`src/rtl/vid_pkg.sv`:
```
// Package: shared state encoding and elaboration-time timing helpers for
// the voltage-ID pin driver. Assumes clock rates and times fit in 64 bits.
package vid_pkg;

    // Sequence state: low half, high half, or idle waiting for a request.
    typedef enum logic [1:0] {
        SEQ_LOW  = 2'd0,
        SEQ_HIGH = 2'd1,
        SEQ_IDLE = 2'd2
    } seq_state_t;

    // Convert a time in ns to clock cycles, rounding up.
    function automatic longint unsigned ns_to_cycles(
        input longint unsigned clk_hz,
        input longint unsigned ns
    );
        return (clk_hz * ns + 64'd999_999_999) / 64'd1_000_000_000;
    endfunction

endpackage

```
`src/rtl/vid_phase_timer.sv`:
```
// Module: phase-length counter. Counts the cycles spent in the current phase,
// is cleared by the sequencer on each phase change or accepted request, and
// saturates at MAX_CYC-1. Assumes 1 <= HOLD_CYC <= MAX_CYC.
module vid_phase_timer #(
    parameter int HOLD_CYC = 3500,
    parameter int MAX_CYC  = 172020
) (
    input  logic clk,
    input  logic rst_n,
    input  logic clr_i,
    output logic hold_met_o,
    output logic max_met_o
);
    localparam int CNT_W = $clog2(MAX_CYC + 1);
    localparam logic [CNT_W-1:0] HOLD_LAST = CNT_W'(HOLD_CYC - 1);
    localparam logic [CNT_W-1:0] MAX_LAST  = CNT_W'(MAX_CYC - 1);

    logic [CNT_W-1:0] cnt_q;

    // Count cycles in the current phase, holding at the maximum.
    always_ff @(posedge clk) begin
        if (!rst_n || clr_i) begin
            cnt_q <= '0;
        end else if (cnt_q != MAX_LAST) begin
            cnt_q <= cnt_q + 1'b1;
        end
    end

    assign hold_met_o = (cnt_q == HOLD_LAST);
    assign max_met_o  = (cnt_q == MAX_LAST);

endmodule

```
`src/rtl/vid_seq_fsm.sv`:
```
// Module: sequencer. Steps low half -> high half -> idle, captures the code
// when a request is accepted while idle, raises the completion pulse, and in
// park mode returns the phase to low once the high phase reaches its maximum.
// Assumes the timer flags refer to the phase chosen by this module.
module vid_seq_fsm
    import vid_pkg::*;
#(
    parameter int               CODE_W     = 6,
    parameter logic [CODE_W-1:0] RESET_CODE = '0,
    parameter bit               PARK_LSB   = 1'b0
) (
    input  logic              clk,
    input  logic              rst_n,
    input  logic [CODE_W-1:0] code_i,
    input  logic              req_i,
    input  logic              hold_met_i,
    input  logic              max_met_i,
    output logic              clr_o,
    output logic              phase_o,
    output logic [CODE_W-1:0] code_q_o,
    output logic              busy_o,
    output logic              done_o
);
    seq_state_t        st_q, st_n;
    logic              ph_q, ph_n;
    logic              load;
    logic              done_q, done_n;
    logic [CODE_W-1:0] code_q;

    // Next-state, phase, capture and completion decisions.
    always_comb begin
        st_n   = st_q;
        ph_n   = ph_q;
        load   = 1'b0;
        clr_o  = 1'b0;
        done_n = 1'b0;
        unique case (st_q)
            SEQ_LOW: begin
                if (hold_met_i) begin
                    st_n  = SEQ_HIGH;
                    ph_n  = 1'b1;
                    clr_o = 1'b1;
                end
            end
            SEQ_HIGH: begin
                if (hold_met_i) begin
                    st_n   = SEQ_IDLE;
                    done_n = 1'b1;
                    if (PARK_LSB && max_met_i) begin
                        ph_n  = 1'b0;
                        clr_o = 1'b1;
                    end
                end
            end
            SEQ_IDLE: begin
                if (req_i) begin
                    st_n  = SEQ_LOW;
                    ph_n  = 1'b0;
                    load  = 1'b1;
                    clr_o = 1'b1;
                end else if (PARK_LSB && ph_q && max_met_i) begin
                    ph_n  = 1'b0;
                    clr_o = 1'b1;
                end
            end
            default: begin
                st_n  = SEQ_LOW;
                ph_n  = 1'b0;
                clr_o = 1'b1;
            end
        endcase
    end

    // Register state, phase, captured code and the completion pulse.
    always_ff @(posedge clk) begin
        if (!rst_n) begin
            st_q   <= SEQ_LOW;
            ph_q   <= 1'b0;
            code_q <= RESET_CODE;
            done_q <= 1'b0;
        end else begin
            st_q   <= st_n;
            ph_q   <= ph_n;
            done_q <= done_n;
            if (load) begin
                code_q <= code_i;
            end
        end
    end

    assign phase_o  = ph_q;
    assign code_q_o = code_q;
    assign busy_o   = (st_q != SEQ_IDLE);
    assign done_o   = done_q;

endmodule

```
`src/rtl/vid_pin_sel.sv`:
```
// Module: pin selector. Drives the phase pin and routes the matching half of
// the captured code onto the shared data pins. Inputs come straight from
// flops, so the data pins switch in the same cycle as the phase pin.
module vid_pin_sel #(
    parameter int DATA_W = 3
) (
    input  logic                phase_i,
    input  logic [2*DATA_W-1:0] code_i,
    output logic [DATA_W:0]     pins_o
);
    // One two-way selector per shared data pin.
    for (genvar g = 0; g < DATA_W; g++) begin : g_bit
        assign pins_o[g] = phase_i ? code_i[DATA_W + g] : code_i[g];
    end

    assign pins_o[DATA_W] = phase_i;

endmodule

```
`src/rtl/vid_pin_mux.sv`:
```
// Module: top of the voltage-ID pin driver. Converts the minimum hold time to
// cycles at elaboration, rejects a hold longer than the maximum phase length,
// and connects the timer, sequencer and pin selector.
// Assumes CODE_W is even and the reset input is synchronous and active low.
module vid_pin_mux #(
    parameter int unsigned       CLK_HZ        = 50_000_000,
    parameter int unsigned       MIN_HOLD_NS   = 70_000,
    parameter int                MAX_PHASE_CYC = 172_020,
    parameter int                CODE_W        = 6,
    parameter logic [CODE_W-1:0] RESET_CODE    = '0,
    parameter bit                PARK_LSB      = 1'b0
) (
    input  logic                clk,
    input  logic                rst_n,
    input  logic [CODE_W-1:0]   vid_code_i,
    input  logic                upd_req_i,
    output logic [CODE_W/2:0]   vid_pins_o,
    output logic                busy_o,
    output logic                done_o
);
    localparam int DATA_W = CODE_W / 2;
    localparam longint unsigned HOLD_RAW =
        vid_pkg::ns_to_cycles(64'(CLK_HZ), 64'(MIN_HOLD_NS));
    localparam int HOLD_CYC = (HOLD_RAW == 0) ? 1 : int'(HOLD_RAW);

    // Elaboration check: the minimum hold must fit inside the maximum phase.
    if (HOLD_CYC > MAX_PHASE_CYC) begin : g_bad_timing
        $error("vid_pin_mux: minimum hold exceeds maximum phase length");
    end

    logic              clr;
    logic              hold_met;
    logic              max_met;
    logic              phase;
    logic [CODE_W-1:0] code_cap;

    vid_phase_timer #(
        .HOLD_CYC (HOLD_CYC),
        .MAX_CYC  (MAX_PHASE_CYC)
    ) u_timer (
        .clk        (clk),
        .rst_n      (rst_n),
        .clr_i      (clr),
        .hold_met_o (hold_met),
        .max_met_o  (max_met)
    );

    vid_seq_fsm #(
        .CODE_W     (CODE_W),
        .RESET_CODE (RESET_CODE),
        .PARK_LSB   (PARK_LSB)
    ) u_fsm (
        .clk        (clk),
        .rst_n      (rst_n),
        .code_i     (vid_code_i),
        .req_i      (upd_req_i),
        .hold_met_i (hold_met),
        .max_met_i  (max_met),
        .clr_o      (clr),
        .phase_o    (phase),
        .code_q_o   (code_cap),
        .busy_o     (busy_o),
        .done_o     (done_o)
    );

    vid_pin_sel #(
        .DATA_W (DATA_W)
    ) u_pins (
        .phase_i (phase),
        .code_i  (code_cap),
        .pins_o  (vid_pins_o)
    );

endmodule

```
`config.mk`:
```
export PLATFORM = sky130hd
export DESIGN_NAME = vid_pin_mux
export DESIGN_NICKNAME = d
export VERILOG_FILES = /design/src/rtl/vid_pkg.sv /design/src/rtl/vid_phase_timer.sv /design/src/rtl/vid_seq_fsm.sv /design/src/rtl/vid_pin_sel.sv /design/src/rtl/vid_pin_mux.sv
export SDC_FILE = /design/constraint.sdc
export NUM_CORES = 1
export LEC_CHECK = 0
export BUFFER_PORTS_ARGS = -buffer_cell sky130_fd_sc_hd__buf_2
export CAP_MARGIN = 20
export CORE_ASPECT_RATIO = 0.6
export CORE_MARGIN = 5
export CORE_UTILIZATION = 56
export DETAILED_ROUTE_END_ITERATION = 16
export PLACE_DENSITY = 0.8
export SETUP_SLACK_MARGIN = 0.5
export SYNTH_ARGS = -nofsm -noshare
export SYNTH_HDL_FRONTEND = slang
export SYNTH_HIERARCHICAL = 1
export SYNTH_SLANG_ARGS = --single-unit
```
`constraint.sdc`:
```
create_clock -name clk -period 2.8 [get_ports clk]
set_input_delay 0.14 -clock clk [delete_from_list [all_inputs] [get_ports clk]]
set_output_delay 0.14 -clock clk [all_outputs]
set_load 0.02 [all_outputs]
```
## Yosys cells after proc, flatten, opt, wreduce, memory -nomap -nowiden

Cells that the tools add are included.

| word-level totals | value |
|---|---|
| flip-flop bits (word level) | 28 |
| bits in latches | 0 |
| bits in writable memories | 0 |
| bits in read-only memories | 0 |
| input port bits | 9 |
| output and inout port bits | 6 |
| memories | 0 |

| cells by class | value |
|---|---|
| add/subtract/negate cells | 1 |
| $mul | 0 |
| divide/modulo/power cells | 0 |
| magnitude comparators | 0 |
| equality and inequality tests | 8 |
| shift-type cells | 0 |
| mux-type cells | 14 |
| bitwise gates (word level) | 1 |
| reductions and logical operators | 6 |

Operators with widths:

| operator | count |
|---|---|
| $add A18 B1 Y18 const B | 1 |
| $eq A18 B12 Y1 const B | 1 |
| $ne A18 B18 Y1 const B | 1 |
| $mux W1 | 8 |
| $ne A2 B2 Y1 const B | 4 |
| $mux W2 | 3 |
| $pmux W1 S3 | 2 |
| $pmux W2 S3 | 1 |
| $reduce_and A3 Y1 | 2 |
| $eq A2 B1 Y1 const B | 1 |
| $eq A2 B2 Y1 const B | 1 |
| $logic_not A2 Y1 | 1 |
| $reduce_and A2 Y1 | 1 |
| $logic_not A1 Y1 | 1 |
| $logic_or A1 B1 Y1 | 1 |
| $not A1 Y1 | 1 |

## Longest topological paths before layout

| logic depth | value |
|---|---|
| depth after elaboration | 4 |
| gate-level depth with buffers | 11 |
| mapped depth without buffers | 10 |

## Modules after synthesis

The synthesis kept the hierarchy.

By module, submodules not included:

| module | times used | cells each | area each (um^2) | sequential area each (um^2) |
|---|---|---|---|---|
| vid_phase_timer | 1 | 111 | 923.4 | 360.3 |
| vid_seq_fsm | 1 | 44 | 415.4 | 200.2 |
| vid_pin_sel | 1 | 4 | 41.3 | 0.0 |

## Worst setup path after synthesis

OpenSTA, ideal clock, no wires.

| timing | value |
|---|---|
| path kind | reg2reg |
| start | register u_timer.cnt_q[0] |
| end | register u_timer.cnt_q[10] |
| library setup time | 0.128 ns |
| arrival time | 2.109 ns |
| slack | 0.563 ns |
| cell stages (with the launch flop) | 10 |
| path buffers | 1 |
| period minus slack after synthesis | 2.237 ns |
| cell sequence | dfxtp_1 > ha_1 > and3_1 > nand2_1 > nor4_1 > nand2b_1 > o21ai_1 > nand2b_1 > clkbuf_1 > nor2_1 |

| on the way | value |
|---|---|
| longest elaborated chain between the ends | 4 |

Ends and longest elaborated chain:

| element | line | RTL |
|---|---|---|
| start: declaration | vid_phase_timer.sv:18 | `logic [CNT_W-1:0] cnt_q;` |
| start signal: assignment | vid_phase_timer.sv:25 | `cnt_q <= cnt_q + 1'b1;` |
| $eq A18 B12 Y1 | vid_phase_timer.sv:29 | `assign hold_met_o = (cnt_q == HOLD_LAST);` |
| named net hold_met | vid_pin_mux.sv:32 | `logic hold_met;` |
| $mux W1 | vid_seq_fsm.sv:39 | `if (hold_met_i) begin` |
| $pmux W1 S3 | vid_seq_fsm.sv:37 | `unique case (st_q)` |
| named net clr | vid_pin_mux.sv:31 | `logic clr;` |
| $logic_or A1 B1 Y1 | vid_phase_timer.sv:22 | `if (!rst_n \|\| clr_i) begin` |

The timed path passes the listed nets, and every way through them passes these cells.
A chain may end at the register's enable or synchronous reset.

## Final worst setup path

| timing | value |
|---|---|
| start | register u_timer.cnt_q[1] |
| end | register u_timer.cnt_q[5] |

The elaborated chain is that of the path after synthesis.

==> summary.md <==
| Metric | Value |
|---|---|
| Post-synth EDFFs | 0 |
| Post-layout utilization of the core | 0.700 |
| Final worst-path cycle share | 0.784 |
| Reg-to-Reg End | u_timer/cnt_q[5]$_SDFFE_PP0P_ |
| Clk slew on worst S/H paths | 0.09 ns |
| Die Span X | 74.1 um |
| Worst setup path end | u_timer/cnt_q[5]$_SDFFE_PP0P_ |
| PwrDens | 436 nW/um^2 |
| Initial antenna violation count | 0 |
| Worst Hold Class | in2reg |
| Yosys top cell area share | 0.406 |
| Total track usage | 0.175 |
| GRT overflow | 0 |
| Sw power | 146 uW |
| Number of I/O pins | 15 |
| First-pass GRT wire length | 4980 um |
| Origin of the worst setup path | u_timer/cnt_q[1]$_SDFFE_PP0P_ |
| RSZ-0062 raised after global routing | false |
| FFs w/ async S/R, synth | 0 |
| Seq cells post-synth | 28 |
| Post-DP HPWL | 2180 um |
| Row Count | 13 |
| Peak Freq | 456 MHz |
| Starting Density | 0.610 |
| Final Hold Violating Endpoints | 0 |
| Relative slew slack | 0.623 |
| Max-slew violations | 0 |
| Reg power frac | 0.591 |
| Max Clock Skew | 0.00665 ns |
| Number of global-route vias before repair | 1041 |
| Comb pwr share | 0.052 |
| CP Capture Type | flip-flop |
| Slew at the pin closest to its max-slew limit | 0.561 ns |
| VDD IR-drop max | 0.457 mV |
| Post-synthesis sequential area ratio | 0.406 |
| Critical Path Source Type | flip-flop |
| Top post-synthesis cells by area | dfxtp_1, nand2_1, mux2i_1 |
| DRC | 0 |
| Synth cell types | 40 |
| Post-route ant nets | 0 |
| Setup slack, reg-to-reg | 0.61 ns |
| 1st-pass router iterations | 4 |
| Gpl congestion | 0.868 |
| Final setup fails | 0 |
| Post-synthesis cell count | 159 |
| Run status | complete, no violations |
| Num CTS Buffers | 3 |
| Post-synthesis area per instance | 8.68 um^2 |
| P_int | 544 uW |
| Setup TNS | 0 ns |
| Die area | 3590 um^2 |
| Fin crit period | 2.19 ns |
| DR vias/cell | 5.89 |
| Reg-to-reg startpoint | u_timer/cnt_q[1]$_SDFFE_PP0P_ |
| Syn nets | 169 |
| Fin nets | 188 |
| CTS Buffer Depth | 2 |
| Layout cells sized above 1 | 0.198 |
| Routed vias | 1219 |
| PortBufs | 14 |
| Net Sw Frac | 0.212 |
| Cell Area, Synth | 1380 um^2 |
| Crit path arrival time | 2.37 ns |
| Layout Area Growth over Synthesis | 14.7% |
| ANT cells | 0 |
| Power, Total | 690 uW |
| Clk root buf | clkbuf_8 |
| Worst EP required | 2.97 ns |
| Yosys top cell by area | dfxtp_1 |
| Post-Route WL | 3200 um |
| Later-pin clock latency in the skew report | 0.27 ns |
| DR iter-0 viols | 113 |
| Worst-path maximum fanout | 5 |
| Reg2reg path depth | 10 |
| Most used DFF post-synth | dfxtp_1 |
| Clock share of power | 0.357 |
| Max cap viols | 0 |
| Yosys warns | 6 |
| Total clock sinks | 28 |
| LEAKAGE | 0.557 nW |
| # fillers | 164 |
| CTS tree | yes |
| Htree depth | 1 |
| Core area | 2260 um^2 |
| WS Path Type | reg2reg |
| Largest net degree at the start of global routing | 18 |
| Wire per inst | 15.4 um |
| Die Y | 48.5 um |
-- repair_timing --
action / in CTS / in global routing
resized for setup: 2 / 3
setup buffers: 0 / 4
hold buffers: 0 / 0
cloned: 0 / 1
endpoints found under the hold margin: 0 / 0
endpoints found under the setup margin: 15 / 5
pin swaps: 0 / 0
-- per-layer routing --
metal | routed length [um] | share of wire | up-vias | track usage
met5 | 0 | 0 | - | 0
met4 | 18 | 0.0056 | 0 | 0.0392
met3 | 339 | 0.11 | 4 | 0.0617
met2 | 1420 | 0.44 | 67 | 0.256
met1 | 1420 | 0.44 | 547 | 0.246
li1 | - | - | 601 | -
-- how the worst min path moves through the flow --
stage	start	to	slack, ns	cells after the start
3_3_place_gp	vid_code_i[4]	u_fsm/code_q_o[4]$_SDFFE_PN0P_	0.39	3
3_5_place_dp	vid_code_i[2]	u_fsm/code_q_o[2]$_SDFFE_PN0P_	0.40	3
5_1_grt	vid_code_i[5]	u_fsm/code_q_o[5]$_SDFFE_PN0P_	0.14	3
6_report	vid_code_i[1]	u_fsm/code_q_o[1]$_SDFFE_PN0P_	0.10	3
2_1_floorplan	rst_n	u_fsm/phase_o$_SDFFE_PN0P_	0.28	1
4_1_cts	vid_code_i[2]	u_fsm/code_q_o[2]$_SDFFE_PN0P_	0.1	3
-- power groups by stage --
| stage | clock network (mW) | logic [mW] | registers (mW) |
|---|---|---|---|
| floorplan | 0 | 0.0164 | 0.416 |
| global placement | 0 | 0.0245 | 0.416 |
| detailed placement | 0 | 0.0265 | 0.417 |
| CTS | 0.253 | 0.0276 | 0.408 |
| global route | 0.270 | 0.0413 | 0.409 |
| finish | 0.246 | 0.0360 | 0.408 |
-- cells in the mapped netlist (2+ instances only) --
cell / count
dfxtp_1: 28
mux2i_1: 9
clkbuf_1: 4
nor4_1: 7
mux2_2: 3
nand2b_1: 6
nand3_1: 6
nor2_1: 11
a21oi_1: 6
o21ai_1: 2
inv_1: 4
nand3b_1: 2
or3_1: 2
o21ai_0: 2
nand4_1: 5
nand2_1: 27
xnor2_1: 8
or4_1: 2
nor3_1: 4
-- stage by stage --
step / cell area, um^2 / hold WS, ns / setup slack [ns] / instances
3_5_place_dp: 1460 / 0.395 / 0.314 / 198
4_1_cts: 1520 / 0.0974 / 0.567 / 202
5_1_grt: 1580 / 0.138 / 0.495 / 207
2_1_floorplan: 1380 / 0.282 / 0.563 / 159
3_3_place_gp: 1460 / 0.389 / 0.478 / 198
6_report: 1580 / 0.104 / 0.605 / 207
-- critical path: stages (launching register included) --
cell and delay [ns]:
dfxtp_1 0.42, ha_1 0.24, and3_1 0.18, nand2_1 0.08, nor4_1 0.33, buf_4 0.19
nand2b_1 0.06, o21ai_2 0.19, nand2b_2 0.23, buf_4 0.14, nor2_1 0.04
-- cell families after synthesis --
family          after synthesis  share of synthesized area
compound gates               15                     0.0644
mux                          12                     0.0898
xor+xnor                      9                     0.0571
buf+inv                      10                     0.0354
simple gates                 84                      0.338
flops                        28                      0.406
fa+ha+maj                     1                    0.00906
-- cell type report --
cell class                 instances  area [um^2]  share of cell area
sequential                        28          562               0.355
timing repair buffer              19          120              0.0759
tap                               30         37.5              0.0237
multi-input combinational        122          793               0.501
clock buffer                       4         55.1              0.0348
inverter                           4         15.0             0.00949
-- cells in the final DEF (no fill, tap or decap), types with 2 or more instances in the layout --
master / netlist / layout
or4_1: 2 / 2
o21ai_0: 2 / 2
inv_1: 4 / 4
dfxtp_1: 28 / 27
nand2b_1: 6 / 5
mux2i_1: 9 / 9
nor4_1: 7 / 7
xnor2_1: 8 / 8
buf_2: 0 / 14
or3_1: 2 / 2
nand3b_1: 2 / 2
clkbuf_8: 0 / 4
buf_4: 1 / 4
nor2_1: 11 / 11
mux2_2: 3 / 3
nand3_1: 6 / 6
nor3_1: 4 / 4
nand4_1: 5 / 5
nand2_1: 27 / 27
a21oi_1: 6 / 6
-- flip-flops by register name, summed over array words and instances (netlist names) --
register	count
u_fsm/done_o	1
u_fsm/phase_o	1
u_fsm/st_q	2
u_timer/cnt_q	18
u_fsm/code_q_o	6
No activity file was read; power rests on OpenSTA's default activity.
